--- src/rtl/rtc_cal_pkg.sv ---
package rtc_cal_pkg;

  localparam int ADDR_W = 3;
  localparam int DATA_W = 8;

  typedef enum logic [ADDR_W-1:0] {
    RA_SEC  = 3'd0,
    RA_MIN  = 3'd1,
    RA_HOUR = 3'd2,
    RA_DAY  = 3'd3,
    RA_WDAY = 3'd4,
    RA_MON  = 3'd5,
    RA_YEAR = 3'd6
  } reg_addr_e;

  typedef struct packed {
    logic       vl;
    logic [6:0] sec;
    logic [6:0] min;
    logic [5:0] hr;
    logic [5:0] day;
    logic [2:0] wd;
    logic       cen;
    logic [4:0] mon;
    logic [7:0] yr;
  } rtc_time_t;

  // BCD increment of a two-digit value; the caller handles the wrap.
  function automatic logic [7:0] bcd_inc(input logic [7:0] v);
    if (v[3:0] == 4'd9) return {v[7:4] + 4'd1, 4'd0};
    return {v[7:4], v[3:0] + 4'd1};
  endfunction

  // Leap test on a BCD year: divisible by 4 depends on tens parity.
  function automatic logic bcd_leap(input logic [7:0] y);
    if (y[4]) return (y[3:0] == 4'd2) || (y[3:0] == 4'd6);
    return (y[3:0] == 4'd0) || (y[3:0] == 4'd4) || (y[3:0] == 4'd8);
  endfunction

  // Last day of month m (BCD) in year y (BCD), returned in BCD.
  function automatic logic [5:0] bcd_last_day(input logic [4:0] m, input logic [7:0] y);
    case (m)
      5'h02:                      return bcd_leap(y) ? 6'h29 : 6'h28;
      5'h04, 5'h06, 5'h09, 5'h11: return 6'h30;
      default:                    return 6'h31;
    endcase
  endfunction

endpackage

--- src/rtl/rtc_tick_gate.sv ---
module rtc_tick_gate (
  input  logic clk,
  input  logic rst_n,
  input  logic tick,
  input  logic busy,
  input  logic stop,
  output logic adv,
  output logic pend
);

  logic pend_d;

  assign adv = !stop && !busy && (tick || pend);

  always_comb begin
    if (stop)      pend_d = 1'b0;
    else if (busy) pend_d = pend || tick;
    else           pend_d = pend && tick;   // both at once: apply one now, one next
  end

  always_ff @(posedge clk or negedge rst_n) begin
    if (!rst_n) pend <= 1'b0;
    else        pend <= pend_d;
  end

  p_pend_capture_r6: assert property (@(posedge clk) disable iff (!rst_n)
    !stop && busy && tick |=> pend);

  p_stop_drop_r8: assert property (@(posedge clk) disable iff (!rst_n)
    stop |=> !pend);

endmodule

--- src/rtl/rtc_time_chain.sv ---
module rtc_time_chain
  import rtc_cal_pkg::*;
(
  input  logic              clk,
  input  logic              rst_n,
  input  logic              adv,
  input  logic              wr_en,
  input  logic [ADDR_W-1:0] addr,
  input  logic [DATA_W-1:0] wdata,
  input  logic              vlow,
  output rtc_time_t         t_q
);

  logic sec_top, min_top, hr_top, day_top, mon_top, yr_top;
  logic c_sec, c_min, c_hr, c_day, c_mon, c_yr;
  logic [7:0] sec_n, min_n, hr_n, day_n, mon_n, yr_n;

  assign sec_top = (t_q.sec == 7'h59);
  assign min_top = (t_q.min == 7'h59);
  assign hr_top  = (t_q.hr  == 6'h23);
  assign day_top = (t_q.day == bcd_last_day(t_q.mon, t_q.yr));
  assign mon_top = (t_q.mon == 5'h12);
  assign yr_top  = (t_q.yr  == 8'h99);

  // Carry events out of each stage, named for the assertions.
  assign c_sec = adv   && sec_top;
  assign c_min = c_sec && min_top;
  assign c_hr  = c_min && hr_top;
  assign c_day = c_hr  && day_top;
  assign c_mon = c_day && mon_top;
  assign c_yr  = c_mon && yr_top;

  assign sec_n = bcd_inc({1'b0, t_q.sec});
  assign min_n = bcd_inc({1'b0, t_q.min});
  assign hr_n  = bcd_inc({2'b0, t_q.hr});
  assign day_n = bcd_inc({2'b0, t_q.day});
  assign mon_n = bcd_inc({3'b0, t_q.mon});
  assign yr_n  = bcd_inc(t_q.yr);

  always_ff @(posedge clk or negedge rst_n) begin
    if (!rst_n) begin
      t_q     <= '0;
      t_q.vl  <= 1'b1;
      t_q.day <= 6'h01;
      t_q.mon <= 5'h01;
    end else begin
      if (wr_en) begin
        case (addr)
          RA_SEC:  begin t_q.sec <= wdata[6:0]; t_q.vl <= wdata[7]; end
          RA_MIN:  t_q.min <= wdata[6:0];
          RA_HOUR: t_q.hr  <= wdata[5:0];
          RA_DAY:  t_q.day <= wdata[5:0];
          RA_WDAY: t_q.wd  <= wdata[2:0];
          RA_MON:  begin t_q.mon <= wdata[4:0]; t_q.cen <= wdata[7]; end
          RA_YEAR: t_q.yr  <= wdata;
          default: ;
        endcase
      end else if (adv) begin
        t_q.sec <= sec_top ? 7'h00 : sec_n[6:0];
        if (c_sec) t_q.min <= min_top ? 7'h00 : min_n[6:0];
        if (c_min) t_q.hr  <= hr_top  ? 6'h00 : hr_n[5:0];
        if (c_hr) begin
          t_q.day <= day_top ? 6'h01 : day_n[5:0];
          t_q.wd  <= (t_q.wd == 3'd6) ? 3'd0 : t_q.wd + 3'd1;
        end
        if (c_day) t_q.mon <= mon_top ? 5'h01 : mon_n[4:0];
        if (c_mon) t_q.yr  <= yr_top  ? 8'h00 : yr_n;
        if (c_yr)  t_q.cen <= !t_q.cen;
      end
      if (vlow) t_q.vl <= 1'b1;
    end
  end

  p_sec_wrap_r1: assert property (@(posedge clk) disable iff (!rst_n)
    adv && !wr_en && t_q.sec == 7'h59 |=> t_q.sec == 7'h00);

  p_hour_wrap_r1: assert property (@(posedge clk) disable iff (!rst_n)
    c_min && !wr_en && t_q.hr == 6'h23 |=> t_q.hr == 6'h00);

  p_short_month_r2: assert property (@(posedge clk) disable iff (!rst_n)
    c_hr && !wr_en && t_q.mon == 5'h04 && t_q.day == 6'h30 |=> t_q.day == 6'h01 && t_q.mon == 5'h05);

  p_leap_day_r3: assert property (@(posedge clk) disable iff (!rst_n)
    c_hr && !wr_en && t_q.mon == 5'h02 && t_q.day == 6'h28 && bcd_leap(t_q.yr) |=> t_q.day == 6'h29);

  p_century_flip_r4: assert property (@(posedge clk) disable iff (!rst_n)
    c_yr && !wr_en |=> t_q.cen != $past(t_q.cen) && t_q.yr == 8'h00);

  p_wday_wrap_r5: assert property (@(posedge clk) disable iff (!rst_n)
    c_hr && !wr_en && t_q.wd == 3'd6 |=> t_q.wd == 3'd0);

  p_vl_set_r7: assert property (@(posedge clk) disable iff (!rst_n)
    vlow |=> t_q.vl);

endmodule

--- src/rtl/rtc_calendar_core.sv ---
module rtc_calendar_core
  import rtc_cal_pkg::*;
(
  input  logic              clk,
  input  logic              rst_n,
  input  logic              tick,
  input  logic              stop,
  input  logic              acc_active,
  input  logic              vlow,
  input  logic              wr_en,
  input  logic [ADDR_W-1:0] addr,
  input  logic [DATA_W-1:0] wdata,
  output logic [DATA_W-1:0] rdata
);

  logic      busy;
  logic      adv;
  logic      pend;
  rtc_time_t t_q;

  assign busy = acc_active || wr_en;

  rtc_tick_gate u_gate (
    .clk   (clk),
    .rst_n (rst_n),
    .tick  (tick),
    .busy  (busy),
    .stop  (stop),
    .adv   (adv),
    .pend  (pend)
  );

  rtc_time_chain u_chain (
    .clk   (clk),
    .rst_n (rst_n),
    .adv   (adv),
    .wr_en (wr_en),
    .addr  (addr),
    .wdata (wdata),
    .vlow  (vlow),
    .t_q   (t_q)
  );

  always_comb begin
    case (addr)
      RA_SEC:  rdata = {t_q.vl, t_q.sec};
      RA_MIN:  rdata = {1'b0, t_q.min};
      RA_HOUR: rdata = {2'b0, t_q.hr};
      RA_DAY:  rdata = {2'b0, t_q.day};
      RA_WDAY: rdata = {5'b0, t_q.wd};
      RA_MON:  rdata = {t_q.cen, 2'b0, t_q.mon};
      RA_YEAR: rdata = t_q.yr;
      default: rdata = '0;
    endcase
  end

  p_freeze_r6: assert property (@(posedge clk) disable iff (!rst_n)
    acc_active && !wr_en && !vlow |=> $stable(t_q));

  p_stop_hold_r8: assert property (@(posedge clk) disable iff (!rst_n)
    stop && !wr_en && !vlow |=> $stable(t_q));

  p_pend_apply_r6: assert property (@(posedge clk) disable iff (!rst_n)
    pend && !busy && !stop |-> adv);

endmodule

--- config.mk ---
export PLATFORM = sky130hd
export DESIGN_NAME = rtc_calendar_core
export DESIGN_NICKNAME = d
export VERILOG_FILES = /design/src/rtl/rtc_cal_pkg.sv /design/src/rtl/rtc_tick_gate.sv /design/src/rtl/rtc_time_chain.sv /design/src/rtl/rtc_calendar_core.sv
export SDC_FILE = /design/constraint.sdc
export NUM_CORES = 1
export LEC_CHECK = 0
export ABC_AREA = 1
export CORE_ASPECT_RATIO = 0.75
export CORE_MARGIN = 10
export CORE_UTILIZATION = 50
export DETAILED_ROUTE_END_ITERATION = 16
export GPL_ROUTABILITY_DRIVEN = 0
export PLACE_DENSITY = 0.76
export SYNTH_ARGS = -nofsm -noshare
export SYNTH_HDL_FRONTEND = slang
export SYNTH_HIERARCHICAL = 1
export SYNTH_SLANG_ARGS = --single-unit
export TNS_END_PERCENT = 100
--- constraint.sdc ---
create_clock -name clk -period 1.95 [get_ports clk]
set_clock_uncertainty 0.05 [all_clocks]
set_input_delay 0.39 -clock clk [delete_from_list [all_inputs] [get_ports clk]]
set_output_delay 0.39 -clock clk [all_outputs]
set_load 0.02 [all_outputs]
== After elaboration in Yosys (flattened, before gate mapping) ==
Index checks and enable logic that the tools add are counted.
Word-level totals
  register bits: 45
  output and inout bits: 8
  word-level logic and storage cells: 166
Operators by class
  add/subtract/negate cells: 13
  eq/ne operators: 35
  multiplexer cells: 52
  reduce and logical (&&, ||, !) cells: 50
Operator list (number)
  43-bit two-way mux: 2
  6-bit two-way mux: 10
  7-bit two-way mux: 8
  8-bit case mux with 7 select lines: 1
  8-bit two-way mux: 6
  4-bit by 1-bit adder with 4-bit output (second input constant): 7
  4-bit equality test (second input constant): 7
  3-bit AND reduction: 8
  5-bit two-way mux: 4
  4-bit AND reduction: 5
  2-bit nonzero test: 9
  3-bit nonzero test: 6
  1-bit two-way mux: 17
  7-bit equality test (second input constant): 2
  2-bit by 1-bit inequality test with 1-bit output (second input constant): 7
  3-bit equality test (second input constant): 4
  6-bit case mux with 2 select lines: 1
  5-bit by 3-bit equality test with 1-bit output (second input constant): 2
  5-bit equality test (second input constant): 2
  3-bit by 1-bit adder with 3-bit output (second input constant): 3
  1-bit logical AND: 9
  9-bit two-way mux: 1
  4-bit by 3-bit equality test with 1-bit output (second input constant): 2
  8-bit equality test (second input constant): 1
  other kinds (16): 26

== Depth between registers and ports, before layout ==
Gate-level depths: netlist of run 1.
  depth in word-level cells: 14
  gate-level depth with buffers: 14
  depth with buffers taken out: 14

== By module ==
Netlist of run 1, hierarchy kept.
By module, submodules not included
  rtc_time_chain: instances 1, cells each 398, area an instance 2887.8 µm², sequential area each 1104.8 µm²
  rtc_calendar_core: instances 1, cells each 102, area an instance 541.8 µm², sequential area each 0.0 µm²
  rtc_tick_gate: instances 1, cells each 5, area an instance 45.0 µm², sequential area each 25.0 µm²

== Worst setup path after synthesis of run 1 ==
OpenSTA, ideal clock, no wires.
  kind: input to register
  start: input wr_en
  end: register u_chain/t_q[28] (netlist name)
  data arrival time: 1.584 ns
  path slack: 0.191 ns
  stages on the path: 6
  buffers on the path: 0
  cell sequence: or2_2 -> nor2_1 -> nand3_1 -> o21ai_2 -> nand2_1 -> mux2_2
On the way
  longest elaborated chain between the ends: 8
  elaborated cells between the ends (all ways): 12
RTL lines
  start, declared: RTL line rtc_calendar_core.sv:10  | input logic wr_en,
  1-bit logical OR (*): RTL line rtc_calendar_core.sv:21  | assign busy = acc_active || wr_en;
  1-bit zero test (*): RTL line rtc_tick_gate.sv:13  | assign adv = !stop && !busy && (tick || pend);
  1-bit logical AND (*) (2 in series): RTL line rtc_tick_gate.sv:13
  via adv: RTL line rtc_calendar_core.sv:17  | logic adv;
  1-bit logical AND: RTL line rtc_time_chain.sv:26  | assign c_sec = adv && sec_top;
  1-bit logical AND: RTL line rtc_time_chain.sv:27  | assign c_min = c_sec && min_top;
  2-bit nonzero test (no line)
  4-bit AND reduction (no line) (*)
Mark *: on every way through the listed nets, which the timed path passes. The rest lies on a longest branch.
A chain may end at the register's enable or synchronous reset.

== Final worst setup path of run 1 ==
  start: register u_chain/t_q[30] (netlist name)
  end: register u_chain/t_q[16] (netlist name)
On the way
  longest elaborated chain between the ends: 5
RTL lines
  7-bit equality test: RTL line rtc_time_chain.sv:19  | assign min_top = (t_q.min == 7'h59);
  1-bit logical AND: RTL line rtc_time_chain.sv:27
  1-bit logical AND: RTL line rtc_time_chain.sv:28  | assign c_hr = c_min && hr_top;
  2-bit nonzero test (no line)
  3-bit AND reduction (no line)
No other way between the ends.

==> flow_metrics.py, run 1 <==
metrics = {
    "status": {
        "outcome": "finished with violations",
        "violations": "negative hold slack, negative setup slack",
    },
    "timing": {
        "fin_ws_ns": -0.0195,
        "fin_setup_tns_ns": -0.0195,
        "holdWs_ns": -0.00987,
        "maxSlewHeadroom_pct": 65.9,
        "final-setup-viol-count": 1,
        "drv_slew": 0,
        "final.min_clock_period_ns": 1.97,
        "hold_viol_final": 14,
        "max_slew.worst_pin.slew_ns": 0.511,
        "period_share_pct": 101,
        "rsz0062_at_grt": "true",
        "max_freq_mhz": 508,
    },
    "grt": {
        "track_usage_pct": 20.7,
        "grt_max_degree": 27,
        "antenna_found_initial": 0,
        "overflow": 0,
        "grt_pass1_vias": 3772,
        "grt_first_pass_wirelength_mm": 18.1,
    },
    "worst_setup_path": {
        "cp-end-kind": "register",
        "cp.required_ns": 2.10,
        "r2r_start": "u_chain/t_q[30]",
        "crit_arrival_ns": 2.12,
        "worstSetupPathType": "register to register",
        "regToRegSetupSlack_ns": -0.02,
        "critPathLaunch": "u_chain/t_q[30]",
        "rr_worst_depth": 13,
        "cp_max_fo": 3,
        "timing.rr.end": "u_chain/t_q[16]",
        "cp-start-kind": "register",
    },
    "floorplanning": {
        "coreArea_sq_mm": 0.00677,
        "start_util_pct": 51.3,
        "die_h_microns": 92.2,
        "rows": 26,
        "design.die.area_sq_mm": 0.0107,
        "die_w_microns": 116,
        "io_pins": 26,
    },
    "synth": {
        "async_reset_ff_share_pct": 100,
        "yosysWarnings": 6,
        "synth_cell_types": 38,
        "avgSynthCellArea_sq_um": 6.88,
        "synth_fp_nets": 538,
        "synth_ff_type": "dfrtp_1",
        "synth-edff-count": 0,
        "synth_cells": 505,
        "synth-seq-area-share_pct": 32.5,
        "yosys_register_bits": 45,
        "synth_area_sq_mm": 0.00347,
    },
    "final_layout": {
        "fillers": 538,
        "drive_above_1_share_pct": 26.1,
        "multi_input_area_sq_mm": 0.00226,
        "seqCellArea_sq_mm": 0.00113,
        "stdcell_count": 670,
        "final_common_cell": "nand2_1",
        "nNetsFinal": 618,
        "diodes": 0,
        "layout_common_cells": "123 x nand2_1, 50 x buf_4, 46 x nand3_1",
        "fin_area_sq_mm": 0.00461,
        "areaGrowthSynthToFinish_pct": 32.6,
    },
    "pwr": {
        "ir_drop_mv": 0.351,
        "powerDensity_mw_per_mm2": 776,
        "power.leakage_nw": 2.26,
        "p_total_mw": 3.57,
    },
    "hold_path": {
        "hold_path.class": "input pin to async pin",
    },
    "drt": {
        "detail_route.wl_per_cell_microns": 17.5,
        "drtAntennaViolNets": 0,
        "totalWireLength_mm": 11.7,
        "vias": 3988,
        "remaining_drc_errors": 0,
        "drtIter0Drc": 515,
        "viasPerCell": 5.95,
        "dr.pass1.iters": 5,
    },
    "placed_design": {
        "dp_hpwl_mm": 7.98,
        "dp_cells": 650,
        "placed_area_sq_mm": 0.00413,
        "port-buffer-count": 25,
    },
    "clocking": {
        "cts_buffers": 5,
        "cts.clk_slew.worst_paths_ns": 0.09,
        "cts_sinks": 45,
        "ctsHoldBuffers": 0,
        "htree_levels": 2,
        "tritoncts": "yes",
        "root_buffer": "clkbuf_8",
        "clk-insertion-delay-late_ns": 0.31,
        "cts_buffer_depth": 2,
    },
    "job": {
        "cap_violations": 0,
    },
}
-- flip-flops by register name, indices dropped and copies added, names as in the netlist --
| name | cells |
|---|---|
| u_gate/pend | 1 |
| u_chain/t_q | 44 |
-- cells by family after synthesis --
group	count (synthesis)	synth area share, %
muxes	2	0.648
and+or+nand+nor	284	36.5
adders and majority gates	15	5.40
buffers and inverters	68	9.11
xor gates and xnor gates	13	3.28
AOI/OAI and AO/OA	78	12.5
DFF	45	32.5
-- synth_stat cells (4+ instances only) --
master	count	share of area, %
inv_1	40	4.3
dfrtp_1	42	30
nor2_1	57	6.2
o21ai_1	8	1.2
nand3_1	49	7.1
nand4_1	29	5.2
a21oi_1	20	2.9
buf_6	5	1.6
o21ai_0	31	4.5
nand2_1	131	14
xnor2_1	6	1.5
nand2_2	4	0.72
o21a_1	5	1.1
inv_2	11	1.2
ha_1	15	5.4
buf_4	5	1.1
xor2_1	7	1.8
-- critical path, stage by stage (launching register included) --
cell and delay, ns:
dfrtp_1 0.41, inv_2 0.08, ha_4 0.12, nand2_2 0.05, nor2_2 0.18, nand3_2 0.11
nor2_2 0.11, nand2_2 0.10, nand2_2 0.09, inv_2 0.06, a21oi_4 0.19, inv_2 0.08
o21ai_2 0.14, o21ai_1 0.09
-- power by group --
group	total [mW]	leakage (nW)	switching (mW)	internal (mW)
logic	1.51	1.67	0.849	0.656
clock network	0.594	0.0450	0.345	0.249
registers	1.47	0.543	0.315	1.16
-- worst max-delay path by stage --
stage                                  to  cells after the start
after floorplan           u_chain/t_q[28]                      6
after global placement           rdata[0]                      8
after detailed placement         rdata[0]                      8
after CTS                 u_chain/t_q[11]                     13
after global routing      u_chain/t_q[16]                     13
final                     u_chain/t_q[16]                     13
-- stage by stage --
step | setup WS, ns | util, %
after CTS | 0.00714 | 64.2
final | -0.0195 | 68.1
after floorplan | 0.191 | -
after global placement | -0.682 | 61.0
after detailed placement | -0.732 | 61.0
after global routing | -0.0959 | 68.1
-- cell type report --
| class | instances | area share, % |
|---|---|---|
| Timing Repair Buffer | 86 | 17.3 |
| Tap cell | 84 | 2.28 |
| Inverter | 53 | 4.70 |
| Clock buffer | 6 | 1.58 |
| Timing Repair inverter | 1 | 0.190 |
| Multi-Input combinational cell | 393 | 49.1 |
| Sequential cell | 45 | 24.6 |
| Clock inverter | 2 | 0.217 |
-- timing repair --
item / 4_1_cts / 5_1_grt
setup endpoints to repair: 36 / 44
setup buffers: 2 / 6
gates resized for setup: 65 / 61
cloned: 2 / 2
pin swaps: 11 / 11
-- layer usage --
layer,part of all wire [%],track usage (%)
met1,41,27.3
met2,45,31.8
met3,11,5.34
met4,3.1,7.80
met5,0,0
Power figures use the tool's default switching activity.
==> run 2, diff against run 1 <==
Settings changed: CORE_UTILIZATION 50 to 59, PLACE_DENSITY 0.76 to 0.86.
==> flow_metrics.py, run 2 (synthesized netlist as in run 1, its figures left out) <==
metrics = {
    "status": {
        "outcome": "finished with violations",
        "violations": "negative setup slack",
    },
    "final_layout": {
        "largest_register_ffs": 44,
        "stdcell_count": 669,
        "diodes": 0,
        "nNetsFinal": 623,
        "layout_common_cells": "126 x nand2_1, 61 x buf_4, 45 x nor2_1",
        "fillers": 394,
        "top_regs": "u_chain/t_q: 44 flops, u_gate/pend: 1 flops",
        "fin_area_sq_mm": 0.00453,
        "top_register": "u_chain/t_q",
        "drive_above_1_share_pct": 25.7,
        "final_common_cell": "nand2_1",
        "areaGrowthSynthToFinish_pct": 30.2,
    },
    "pwr": {
        "powerDensity_mw_per_mm2": 820,
        "ir_drop_mv": 0.460,
        "p_total_mw": 3.71,
        "power.leakage_nw": 2.24,
    },
    "drt": {
        "totalWireLength_mm": 12.3,
        "detail_route.wl_per_cell_microns": 18.4,
        "vias": 4150,
        "dr.pass1.iters": 6,
        "drtAntennaViolNets": 0,
        "remaining_drc_errors": 0,
        "viasPerCell": 6.20,
        "drtIter0Drc": 664,
    },
    "worst_setup_path": {
        "r2r_start": "u_chain/t_q[30]",
        "cp_max_fo": 6,
        "cp-end-kind": "register",
        "regToRegSetupSlack_ns": -0.18,
        "crit_arrival_ns": 2.31,
        "worstSetupPathType": "register to register",
        "cp-start-kind": "register",
        "cp.required_ns": 2.12,
        "critPathLaunch": "u_chain/t_q[30]",
    },
    "clocking": {
        "cts.clk_slew.worst_paths_ns": 0.09,
        "cts_buffer_depth": 2,
        "htree_levels": 2,
        "clk-insertion-delay-late_ns": 0.31,
        "cts_sinks": 45,
        "tritoncts": "yes",
        "cts_buffers": 5,
        "root_buffer": "clkbuf_8",
    },
    "timing": {
        "period_share_pct": 109,
        "max_slew.worst_pin.slew_ns": 0.491,
        "final-setup-viol-count": 17,
        "rsz0062_at_grt": "true",
        "final.min_clock_period_ns": 2.13,
        "fin_ws_ns": -0.185,
        "max_freq_mhz": 468,
        "hold_viol_final": 0,
        "maxSlewHeadroom_pct": 67.3,
        "holdWs_ns": 0.459,
        "drv_slew": 0,
    },
    "grt": {
        "grt_pass1_vias": 3671,
        "antenna_found_initial": 0,
        "grt_max_degree": 28,
        "track_usage_pct": 23.0,
        "grt_first_pass_wirelength_mm": 17.6,
        "overflow": 0,
    },
    "placed_design": {
        "port-buffer-count": 25,
        "placed_area_sq_mm": 0.00412,
        "dp_cells": 645,
        "dp_hpwl_mm": 7.81,
    },
    "hold_path": {
        "hold_path.startpoint": "u_chain/t_q[13]",
        "hold_path.class": "register to register",
    },
    "floorplanning": {
        "design.die.area_sq_mm": 0.00939,
        "coreArea_sq_mm": 0.00577,
        "io_pins": 26,
        "start_util_pct": 60.3,
        "die_w_microns": 109,
        "die_h_microns": 86.5,
        "rows": 24,
    },
    "job": {
        "cap_violations": 0,
    },
}
==> run 2: cell count changes in the layout (fill, tap and decap cells not counted), sizes merged <==
cell	before	now
buf	70	75
bufbuf	1	0
bufinv	0	1
clkbuf	7	10
clkinv	3	0
dlygate4sd3	0	1
dlymetal6s2s	1	0
==> run 2: final cells by class <==
cell class	instances	area, sq um	area share [%]
clock buffers	7	86.3	1.91
flip-flops and latches	45	1130	25.0
well taps	78	97.6	2.16
inverters	53	204	4.51
multi-input cells	393	2210	48.9
clock inverters	1	30.0	0.664
repair buffers	92	763	16.9
==> run 2: final timing paths <==
path,to,cells past startpoint
max,u_chain/t_q[0],13
min,u_chain/t_q[13],2
max reg2reg,u_chain/t_q[0],13
min reg2reg,u_chain/t_q[13],2
max in group asynchronous,u_chain/t_q[43],3
min in group asynchronous,u_chain/t_q[25],2
==> run 2: critical path: stages (launching register included) <==
cell and delay [ns]:
dfrtp_1 0.41, inv_2 0.11, ha_4 0.14, nand2_2 0.07, nor2_4 0.15, nand3_2 0.11, nor2_1 0.10, nand2_1 0.13
nor2_2 0.14, nand4_1 0.14, nand2_2 0.16, buf_6 0.15, nand2_1 0.08, o21ai_1 0.13
==> run 2: report_power, final <==
group          switching (mW)  internal [mW]  total, mW
logic                   0.851          0.622       1.47
registers               0.313           1.16       1.47
clock network           0.347          0.419      0.766
total                    1.51           2.20       3.71
==> run 2: what timing repair did <==
action / in CTS / in global routing
pin swaps: 7 / 19
hold buffers: 1 / 0
buffers inserted: 4 / 9
endpoints found under the hold margin: 9 / 0
resized for setup: 59 / 43
cloned: 1 / 1
endpoints found under the setup margin: 34 / 38
==> run 2: layer usage <==
layer	vias up	track usage (%)	wire, microns
met1	1884	30.5	4710
met2	325	35.3	5330
met3	91	6.00	1560
li1	1850	-	-
met4	0	7.89	717
met5	-	0	0
==> run 2: metrics by stage <==
| step | util (%) | setup slack, ns | setup TNS [ns] |
|---|---|---|---|
| final | 78.5 | -0.185 | -0.904 |
| after global routing | 78.5 | -0.222 | -2.68 |
| after CTS | 74.7 | 0.00409 | 0 |
| after detailed placement | 71.4 | -0.738 | -20.50 |
| after global placement | 71.4 | -0.700 | -17.91 |
| after floorplan | - | 0.191 | 0 |
